### src/rtl/vsd_pkg.sv
package vsd_pkg;

   localparam int RC_W = 3;
   localparam logic [RC_W-1:0] RC_MATCH   = 3'b000;
   localparam logic [RC_W-1:0] RC_BADADDR = 3'b111;

   typedef enum logic [1:0] {
      PRIV_KERNEL = 2'b00,
      PRIV_SUPER  = 2'b01,
      PRIV_USER   = 2'b10,
      PRIV_USER_X = 2'b11
   } priv_e;

   typedef enum logic [1:0] {
      ROUTE_DIRECT = 2'b00,
      ROUTE_TLB    = 2'b01,
      ROUTE_FAULT  = 2'b10
   } route_e;

endpackage

### src/rtl/vsd_classify.sv
module vsd_classify
   import vsd_pkg::*;
#(
   parameter int          VA_W       = 32,
   parameter int          PA_W       = 32,
   parameter bit          FIXED_MAP  = 1'b0,
   parameter logic [31:0] FIX_OFFSET = 32'h4000_0000
) (
   input  logic [VA_W-1:0] vaddr,
   input  logic [1:0]      priv,
   input  logic            erl,
   output route_e          route,
   output logic [PA_W-1:0] direct_pa
);

   localparam int LOW_BITS = VA_W - 3;

   generate
      if (FIXED_MAP) begin : g_fixed
         logic [VA_W-1:0] low_pa;
         assign low_pa = erl ? vaddr : vaddr + FIX_OFFSET;
         always_comb begin
            route = ROUTE_DIRECT;
            if (!vaddr[VA_W-1])
               direct_pa = PA_W'(low_pa);
            else if (!vaddr[VA_W-2])
               direct_pa = PA_W'({3'b000, vaddr[LOW_BITS-1:0]});
            else
               direct_pa = PA_W'(vaddr);
         end
      end else begin : g_segment
         priv_e lvl;
         logic  is_kern;
         logic  is_sup;
         assign lvl     = priv_e'(priv);
         assign is_kern = (lvl == PRIV_KERNEL);
         assign is_sup  = (lvl == PRIV_SUPER);
         always_comb begin
            route     = ROUTE_FAULT;
            direct_pa = '0;
            if (!vaddr[VA_W-1]) begin
               if (erl) begin
                  route     = ROUTE_DIRECT;
                  direct_pa = PA_W'(vaddr);
               end else begin
                  route = ROUTE_TLB;
               end
            end else begin
               case (vaddr[VA_W-2:VA_W-3])
                  2'b00, 2'b01: begin
                     if (is_kern) begin
                        route     = ROUTE_DIRECT;
                        direct_pa = PA_W'({3'b000, vaddr[LOW_BITS-1:0]});
                     end
                  end
                  2'b10: if (is_kern || is_sup) route = ROUTE_TLB;
                  default: if (is_kern) route = ROUTE_TLB;
               endcase
            end
         end
      end
   endgenerate

endmodule

### src/rtl/vsd_resp_stage.sv
module vsd_resp_stage
   import vsd_pkg::*;
#(
   parameter int PA_W = 32
) (
   input  logic            clk,
   input  logic            rst_n,
   input  logic            dir_take,
   input  route_e          dir_route,
   input  logic [PA_W-1:0] dir_pa,
   input  logic            tlb_fire,
   input  logic            tlb_rsp_valid,
   input  logic [RC_W-1:0] tlb_rsp_code,
   input  logic [PA_W-1:0] tlb_rsp_pa,
   input  logic            tlb_rsp_rd,
   input  logic            tlb_rsp_wr,
   output logic            pending,
   output logic            out_valid,
   output logic [RC_W-1:0] out_code,
   output logic [PA_W-1:0] out_pa,
   output logic            out_rd,
   output logic            out_wr
);

   logic rsp_take;
   assign rsp_take = tlb_rsp_valid && (pending || tlb_fire);

   always_ff @(posedge clk or negedge rst_n) begin
      if (!rst_n) begin
         pending   <= 1'b0;
         out_valid <= 1'b0;
         out_code  <= RC_MATCH;
         out_pa    <= '0;
         out_rd    <= 1'b0;
         out_wr    <= 1'b0;
      end else begin
         pending <= (pending || tlb_fire) && !tlb_rsp_valid;
         if (rsp_take) begin
            out_valid <= 1'b1;
            out_code  <= tlb_rsp_code;
            out_pa    <= tlb_rsp_pa;
            out_rd    <= tlb_rsp_rd;
            out_wr    <= tlb_rsp_wr;
         end else if (dir_take) begin
            out_valid <= 1'b1;
            if (dir_route == ROUTE_DIRECT) begin
               out_code <= RC_MATCH;
               out_pa   <= dir_pa;
               out_rd   <= 1'b1;
               out_wr   <= 1'b1;
            end else begin
               out_code <= RC_BADADDR;
               out_pa   <= '0;
               out_rd   <= 1'b0;
               out_wr   <= 1'b0;
            end
         end else begin
            out_valid <= 1'b0;
         end
      end
   end

   // a taken TLB answer is forwarded unchanged one cycle later
   assert_tlb_pass_R8: assert property (@(posedge clk) disable iff (!rst_n)
      rsp_take |=> out_valid && out_code == $past(tlb_rsp_code)
                   && out_pa == $past(tlb_rsp_pa) && out_rd == $past(tlb_rsp_rd)
                   && out_wr == $past(tlb_rsp_wr));

   // an unanswered lookup leaves the stage waiting
   assert_lookup_hold_R8: assert property (@(posedge clk) disable iff (!rst_n)
      tlb_fire && !tlb_rsp_valid |=> pending);

   // a fault never grants access
   assert_fault_perm_R6: assert property (@(posedge clk) disable iff (!rst_n)
      dir_take && dir_route == ROUTE_FAULT |=> out_code == RC_BADADDR && !out_rd && !out_wr);

endmodule

### src/rtl/vaddr_seg_decode.sv
module vaddr_seg_decode
   import vsd_pkg::*;
#(
   parameter int          VA_W       = 32,
   parameter int          PA_W       = 32,
   parameter bit          FIXED_MAP  = 1'b0,
   parameter logic [31:0] FIX_OFFSET = 32'h4000_0000
) (
   input  logic            clk,
   input  logic            rst_n,
   input  logic            req_valid,
   output logic            req_ready,
   input  logic [VA_W-1:0] req_vaddr,
   input  logic [1:0]      req_priv,
   input  logic            req_erl,
   output logic            tlb_req_valid,
   output logic [VA_W-1:0] tlb_vaddr,
   input  logic            tlb_rsp_valid,
   input  logic [RC_W-1:0] tlb_rsp_code,
   input  logic [PA_W-1:0] tlb_rsp_pa,
   input  logic            tlb_rsp_rd,
   input  logic            tlb_rsp_wr,
   output logic            out_valid,
   output logic [RC_W-1:0] out_code,
   output logic [PA_W-1:0] out_pa,
   output logic            out_rd,
   output logic            out_wr
);

   generate
      if (VA_W != 32) begin : g_va_chk
         $error("vaddr_seg_decode: segment boundaries need VA_W == 32");
      end
      if (PA_W < 32) begin : g_pa_chk
         $error("vaddr_seg_decode: PA_W must be at least 32");
      end
   endgenerate

   route_e          route;
   logic [PA_W-1:0] direct_pa;
   logic            pending;
   logic            fire;

   vsd_classify #(
      .VA_W(VA_W), .PA_W(PA_W), .FIXED_MAP(FIXED_MAP), .FIX_OFFSET(FIX_OFFSET)
   ) u_classify (
      .vaddr(req_vaddr), .priv(req_priv), .erl(req_erl),
      .route(route), .direct_pa(direct_pa)
   );

   assign req_ready     = !pending;
   assign fire          = req_valid && req_ready;
   assign tlb_req_valid = fire && (route == ROUTE_TLB);
   assign tlb_vaddr     = req_vaddr;

   vsd_resp_stage #(.PA_W(PA_W)) u_resp (
      .clk(clk), .rst_n(rst_n),
      .dir_take(fire && (route != ROUTE_TLB)), .dir_route(route), .dir_pa(direct_pa),
      .tlb_fire(tlb_req_valid),
      .tlb_rsp_valid(tlb_rsp_valid), .tlb_rsp_code(tlb_rsp_code), .tlb_rsp_pa(tlb_rsp_pa),
      .tlb_rsp_rd(tlb_rsp_rd), .tlb_rsp_wr(tlb_rsp_wr),
      .pending(pending),
      .out_valid(out_valid), .out_code(out_code), .out_pa(out_pa),
      .out_rd(out_rd), .out_wr(out_wr)
   );

   // a request completed locally is reported in the next cycle
   assert_direct_next_R7: assert property (@(posedge clk) disable iff (!rst_n)
      fire && !tlb_req_valid |=> out_valid);

   // the two unmapped upper windows land in the low 512 MB
   assert_kseg_low_R2: assert property (@(posedge clk) disable iff (!rst_n)
      fire && !tlb_req_valid && req_vaddr[31:30] == 2'b10 && route == ROUTE_DIRECT
      |=> out_pa[31:29] == 3'b000);

   generate
      if (FIXED_MAP) begin : g_fix_chk
         // the low half gets the fixed offset when the error flag is clear
         assert_fix_offset_R9: assert property (@(posedge clk) disable iff (!rst_n)
            fire && !req_vaddr[31] && !req_erl
            |=> out_pa == PA_W'($past(req_vaddr) + FIX_OFFSET) && out_code == RC_MATCH);
      end else begin : g_seg_chk
         // low addresses without the error flag always reach the TLB
         assert_user_tlb_R1: assert property (@(posedge clk) disable iff (!rst_n)
            fire && !req_vaddr[31] && !req_erl |-> tlb_req_valid);
         // user level never reaches an upper-half address
         assert_user_high_fault_R5: assert property (@(posedge clk) disable iff (!rst_n)
            fire && req_priv[1] && req_vaddr[31] |=> out_valid && out_code == RC_BADADDR);
      end
   endgenerate

endmodule

### config.mk
export PLATFORM = sky130hd
export DESIGN_NAME = vaddr_seg_decode
export DESIGN_NICKNAME = d
export VERILOG_FILES = /design/src/rtl/vsd_pkg.sv /design/src/rtl/vsd_classify.sv /design/src/rtl/vsd_resp_stage.sv /design/src/rtl/vaddr_seg_decode.sv
export SDC_FILE = /design/constraint.sdc
export NUM_CORES = 1
export LEC_CHECK = 0
export BUFFER_PORTS_ARGS = -buffer_cell sky130_fd_sc_hd__buf_2
export CORE_MARGIN = 1.5
export CORE_UTILIZATION = 41
export DETAILED_ROUTE_END_ITERATION = 12
export HOLD_SLACK_MARGIN = 0.03
export PLACE_DENSITY = 0.89
export SYNTH_ARGS = -nofsm -noshare
export SYNTH_HDL_FRONTEND = slang
export SYNTH_SLANG_ARGS = --single-unit
### constraint.sdc
create_clock -name clk -period 1.6 [get_ports clk]
set_input_delay 0.08 -clock clk [delete_from_list [all_inputs] [get_ports clk]]
set_output_delay 0.08 -clock clk [all_outputs]
set_load 0.005 [all_outputs]
Word-level counts from Yosys, hierarchy flattened --
Cells that the tools add are included.
Cells by class: reduce and logical (&&, ||, !) cells 14, divide/modulo/power cells 0, multipliers 0, bitwise operators 0, equal/unequal tests 5, shift operators 0, $lt $le $gt $ge 0, muxes and demuxes 22, $add $sub $neg 0
Operator list (number):
- 2-to-1 mux 32 bit | 5
- 2-to-1 mux 31 bit | 1
- 2-to-1 mux 29 bit | 1
- 2-to-1 mux 3 bit | 3
- 2-to-1 mux 2 bit | 4
- 2-to-1 mux 1 bit | 7
- == test 2 x 1 -> 1 bit, second input constant | 3
- logical NOT 2 bit | 3
- logical AND 1 bit | 5
- case mux 2 bit (2 select lines) | 1
- == test 2 bit, second input constant | 1
- logical NOT 1 bit | 2
- logical OR 1 bit | 2
- != test 2 x 1 -> 1 bit, second input constant | 1
- nonzero test 2 bit | 1
- OR reduction 2 bit | 1
Storage, ports and cells: ROM bits 0, output and inout port bits 72, latch bits 0, flip-flop bits (word level) 39, memories 0, logic and storage cells 47, memory bits (writable) 0, input port bits 76

Logic depth before layout (Yosys ltp) --
word-level depth 10, mapped depth 7, depth with buffers taken out 5

By module --
Synthesis repeated with hierarchy kept, for this count alone.
Second synthesis, totals: cells, all modules 251, area total of the unflattened synthesis 2344.7 sq um
By module, submodules not included:
- vsd_resp_stage | seq. area each 975.9 sq um, area an instance 1707.9 sq um, instances 1, cells each 170
- vsd_classify | seq. area each 0.0 sq um, area an instance 360.3 sq um, instances 1, cells each 45
- vaddr_seg_decode | seq. area each 0.0 sq um, area an instance 276.5 sq um, instances 1, cells each 36

Worst setup path before layout --
No wires, ideal clock.
path type register -> register, start point register u_resp.pending, end point register u_resp.out_pa[11], period minus slack after synthesis 1.336 ns, path buffers 1, setup slack 0.264 ns, data arrival time 1.214 ns, cell stages (with the launch flop) 7, data required time 1.479 ns, setup time 0.121 ns, cells stage by stage dfrtp_1 > and2_1 > a31oi_2 > nand2_2 > buf_6 > a22oi_1 > nand2_1
On the way: cells in the longest elaborated chain, start to end 6, elaborated cells between the ends (all ways) 8, those cells by class 1 x mux; 7 x reduce/logical
RTL lines:
- from (decl) | line vsd_resp_stage.sv:17 | output logic pending,
- from (signal assigned) | line vsd_resp_stage.sv:37 | pending <= (pending || tlb_fire) && !tlb_rsp_valid;
- logical NOT 1 bit | line vaddr_seg_decode.sv:51 | assign req_ready = !pending;
- logical AND 1 bit | line vaddr_seg_decode.sv:52 | assign fire = req_valid && req_ready;
- logical AND 1 bit | line vaddr_seg_decode.sv:53 | assign tlb_req_valid = fire && (route == ROUTE_TLB);
- logical OR 1 bit | line vsd_resp_stage.sv:26 | assign rsp_take = tlb_rsp_valid && (pending || tlb_fire);
- logical AND 1 bit | line vsd_resp_stage.sv:26
- 2-to-1 mux 32 bit or nonzero test 2 bit (tied branches)
- to (signal assigned) | line vsd_resp_stage.sv:41 | out_pa <= tlb_rsp_pa;
- to (signal assigned) | line vsd_resp_stage.sv:48 | out_pa <= dir_pa;
- to (decl) | line vsd_resp_stage.sv:20 | output logic [PA_W-1:0] out_pa,
Parallel ways exist; a longest one is shown, timed or not. A chain may end at the register's enable or synchronous reset.

Worst setup path after layout --
start point register u_resp.pending, end point register u_resp.out_pa[28]
Same word-level chain as after synthesis.

==> out/qor.txt <==
status - completed
RSZ-0062 raised after global routing - no
Worst VDD drop - 462 uV
Synth cell types - 24
top cells by area, synth - dfrtp_1 48%, buf_4 12%, nand2_1 12%
Root Driver - clkbuf_8
CTS Sinks - 39
chip height - 73.4 um
Gate power share - 0.295
Synth warnings - 0
CP required - 1.82 ns
CTS tree - done
area grow syn2layout - 62.9%
Initial DRC Count - 112
RD Place Congestion - 0.862
H-tree depth - 2
Int Pwr - 1980 uW
fin crit period - 1.47 ns
CTS max path bufs - 2
Slew HR - 0.649
Async SR Flop Fraction - 1.00
CP endpoint kind - flop
max-slew violation count - 0
Synth Register Bits - 39
Max Fclk - 678 MHz
Cells after DPL - 384
initial antenna violation count - 0
switching pwr - 778 uW
share of cells above drive strength 1 - 0.460
Total GRT Usage - 0.242
Post-Syn Area - 0.00203 mm^2
Power per Cell Area - 833 mW/mm^2
cell taking the most area after synthesis - dfrtp_1
Fin Setup TNS - 0 ns
Post-Syn Instances - 206
Post-CTS Resized - 0
r2r setup slk - 0.13 ns
Setup CP Type - reg2reg
Syn Nets - 282
Critical Path Fanout Max - 17
crit share post-route - 0.921
WL/cell - 15.1 um
Total Wirelength - 6870 um
Seq pwr share - 0.448
clk slew on worst S/H paths - 0.07 ns
drt via density - 4.87
Synth Area per Inst - 9.87 um^2
n_diodes - 0
first-pass GRT wire length - 10000 um
Yosys top cell area share - 0.480
vias in the first global route - 2234
port bufs - 147
clk_skew - 0.00263 ns
detailed-route DRC error count - 0
dpl hpwl - 3950 um
Seq/Total Area, Yosys - 0.480
sw frac - 0.282
max cap viols - 0
final-stage net count - 462
gr ovfl total - 0
DRT antenna net count - 0
largest net degree at the start of global routing - 24
routed via count - 2212
EDFF count, synth - 0
DRT Pass-1 Iters - 6
Num CTS Buffers - 5
die width - 73.4 um
Hold Fails Final Rpt - 0
io pins - 148
WP data arrival - 1.69 ns
Starting Density - 0.428
crit start category - flop
non-filler cells, final - 454
most used flip-flop cell after synthesis - dfrtp_1
Lkg Pwr - 0.00177 uW
Worst-Margin Slew - 0.526 ns
area of the die - 0.00539 mm^2
Clk Latency, worst-skew pair - 0.28 ns
Clk network pwr share - 0.257
worst hold path class - in2reg
Fin Hold WS - 0.0494 ns
core box area - 0.00475 mm^2
Final setup viols - 0
num rows - 25
final core occ - 0.697
## cell usage after synthesis (2+ instances only)
library cell  number
nand2_1           64
dfrtp_1           39
buf_4             32
a22oi_1           19
a22oi_2           10
buf_6              6
nor2_1             6
buf_2              4
a21oi_1            3
a2bb2oi_1          3
a221o_1            2
a31oi_2            2
a32oi_1            2
inv_1              2
nand3_1            2
nor2b_1            2
## flip-flops by register name, indices dropped and copies added (netlist names)
signal	flops
u_resp.out_pa	32
u_resp.out_code	3
u_resp.out_rd	1
u_resp.out_valid	1
u_resp.out_wr	1
u_resp.pending	1
## critical path: stages (launching register included)
cell and delay (ns):
dfrtp_1 0.41, mux2_2 0.40, o21ai_4 0.18, buf_12 0.22, a22oi_1 0.10, nand2_1 0.09
## placed cells by master (no fill, tap or decap)
master	instances
a21oi_1	3
a221o_1	2
a22o_1	1
a22oi_1	19
a22oi_2	10
a2bb2oi_1	3
a31oi_2	2
a32oi_1	2
and2_1	1
and3_1	1
buf_12	1
buf_2	147
buf_4	5
clkbuf_1	1
clkbuf_8	7
dfrtp_1	39
dlygate4sd3_1	61
inv_1	2
mux2_2	1
nand2_1	64
nand2_2	1
nand3_1	2
nor2_1	5
nor2_2	1
nor2b_1	2
nor2b_2	1
nor4b_1	1
o21ai_2	1
o21ai_4	1
## cell families (layout without fill, tap and decap cells)
kind of cell,count (synthesis),count (layout),share of synthesized area
AND/OR/NAND/NOR,79,79,0.158
AO/OA/AOI/OAI,43,44,0.191
flip-flops,39,39,0.480
multiplexers,1,1,0.00554
buffers and inverters,44,224,0.165
## per-stage QoR
step	cell area [um^2]	total power (uW)	worst slack, ns
floorplan	2030	1600	0.264
global placement	2590	1900	0.128
detailed placement	2590	1930	0.0935
CTS	3300	2760	0.0788
global route	3310	2930	0.0250
finish	3310	2760	0.126
## power groups by stage
| stage | registers [uW] | logic, uW | clock network [uW] |
|---|---|---|---|
| floorplan | 1260 | 347 | 0 |
| global placement | 1240 | 656 | 0 |
| detailed placement | 1250 | 679 | 0 |
| CTS | 1230 | 793 | 736 |
| global route | 1250 | 893 | 788 |
| finish | 1230 | 813 | 709 |
## path summary, 6_finish.rpt
check,startpoint,to,depth (start not counted)
setup / recovery,u_resp.pending$_DFF_PN0_,u_resp.out_pa[28]$_DFFE_PN0P_,5
hold / removal,tlb_rsp_pa[28],u_resp.out_pa[28]$_DFFE_PN0P_,3
setup reg to reg,u_resp.pending$_DFF_PN0_,u_resp.out_pa[28]$_DFFE_PN0P_,5
hold reg to reg,u_resp.out_pa[29]$_DFFE_PN0P_,u_resp.out_pa[29]$_DFFE_PN0P_,2
max in group asynchronous,rst_n,u_resp.out_pa[22]$_DFFE_PN0P_,3
min in group asynchronous,rst_n,u_resp.out_pa[16]$_DFFE_PN0P_,2
## final cells by class
type / count / area [um^2]
Inverter: 2 / 7.51
Multi-Input combinational cell: 124 / 741
Clock buffer: 8 / 100
Timing Repair Buffer: 214 / 1400
Sequential cell: 39 / 976
Fill cell: 369 / 1440
Tap cell: 67 / 83.8
## per-layer routing
metal | part of all wire | GRT usage | vias up
met5 | 0 | 0 | -
met4 | 0.019 | 0.0967 | 0
met3 | 0.074 | 0.0672 | 15
met2 | 0.55 | 0.473 | 107
met1 | 0.35 | 0.237 | 1053
li1 | - | - | 1037
## repair_timing
item / 4_1_cts / 5_1_grt
hold buffers: 61 / 0
buffers inserted: 0 / 0
endpoints found under the setup margin: 0 / 2
hold endpoints to repair: 55 / 0
No activity file was read; power rests on OpenSTA's default activity.
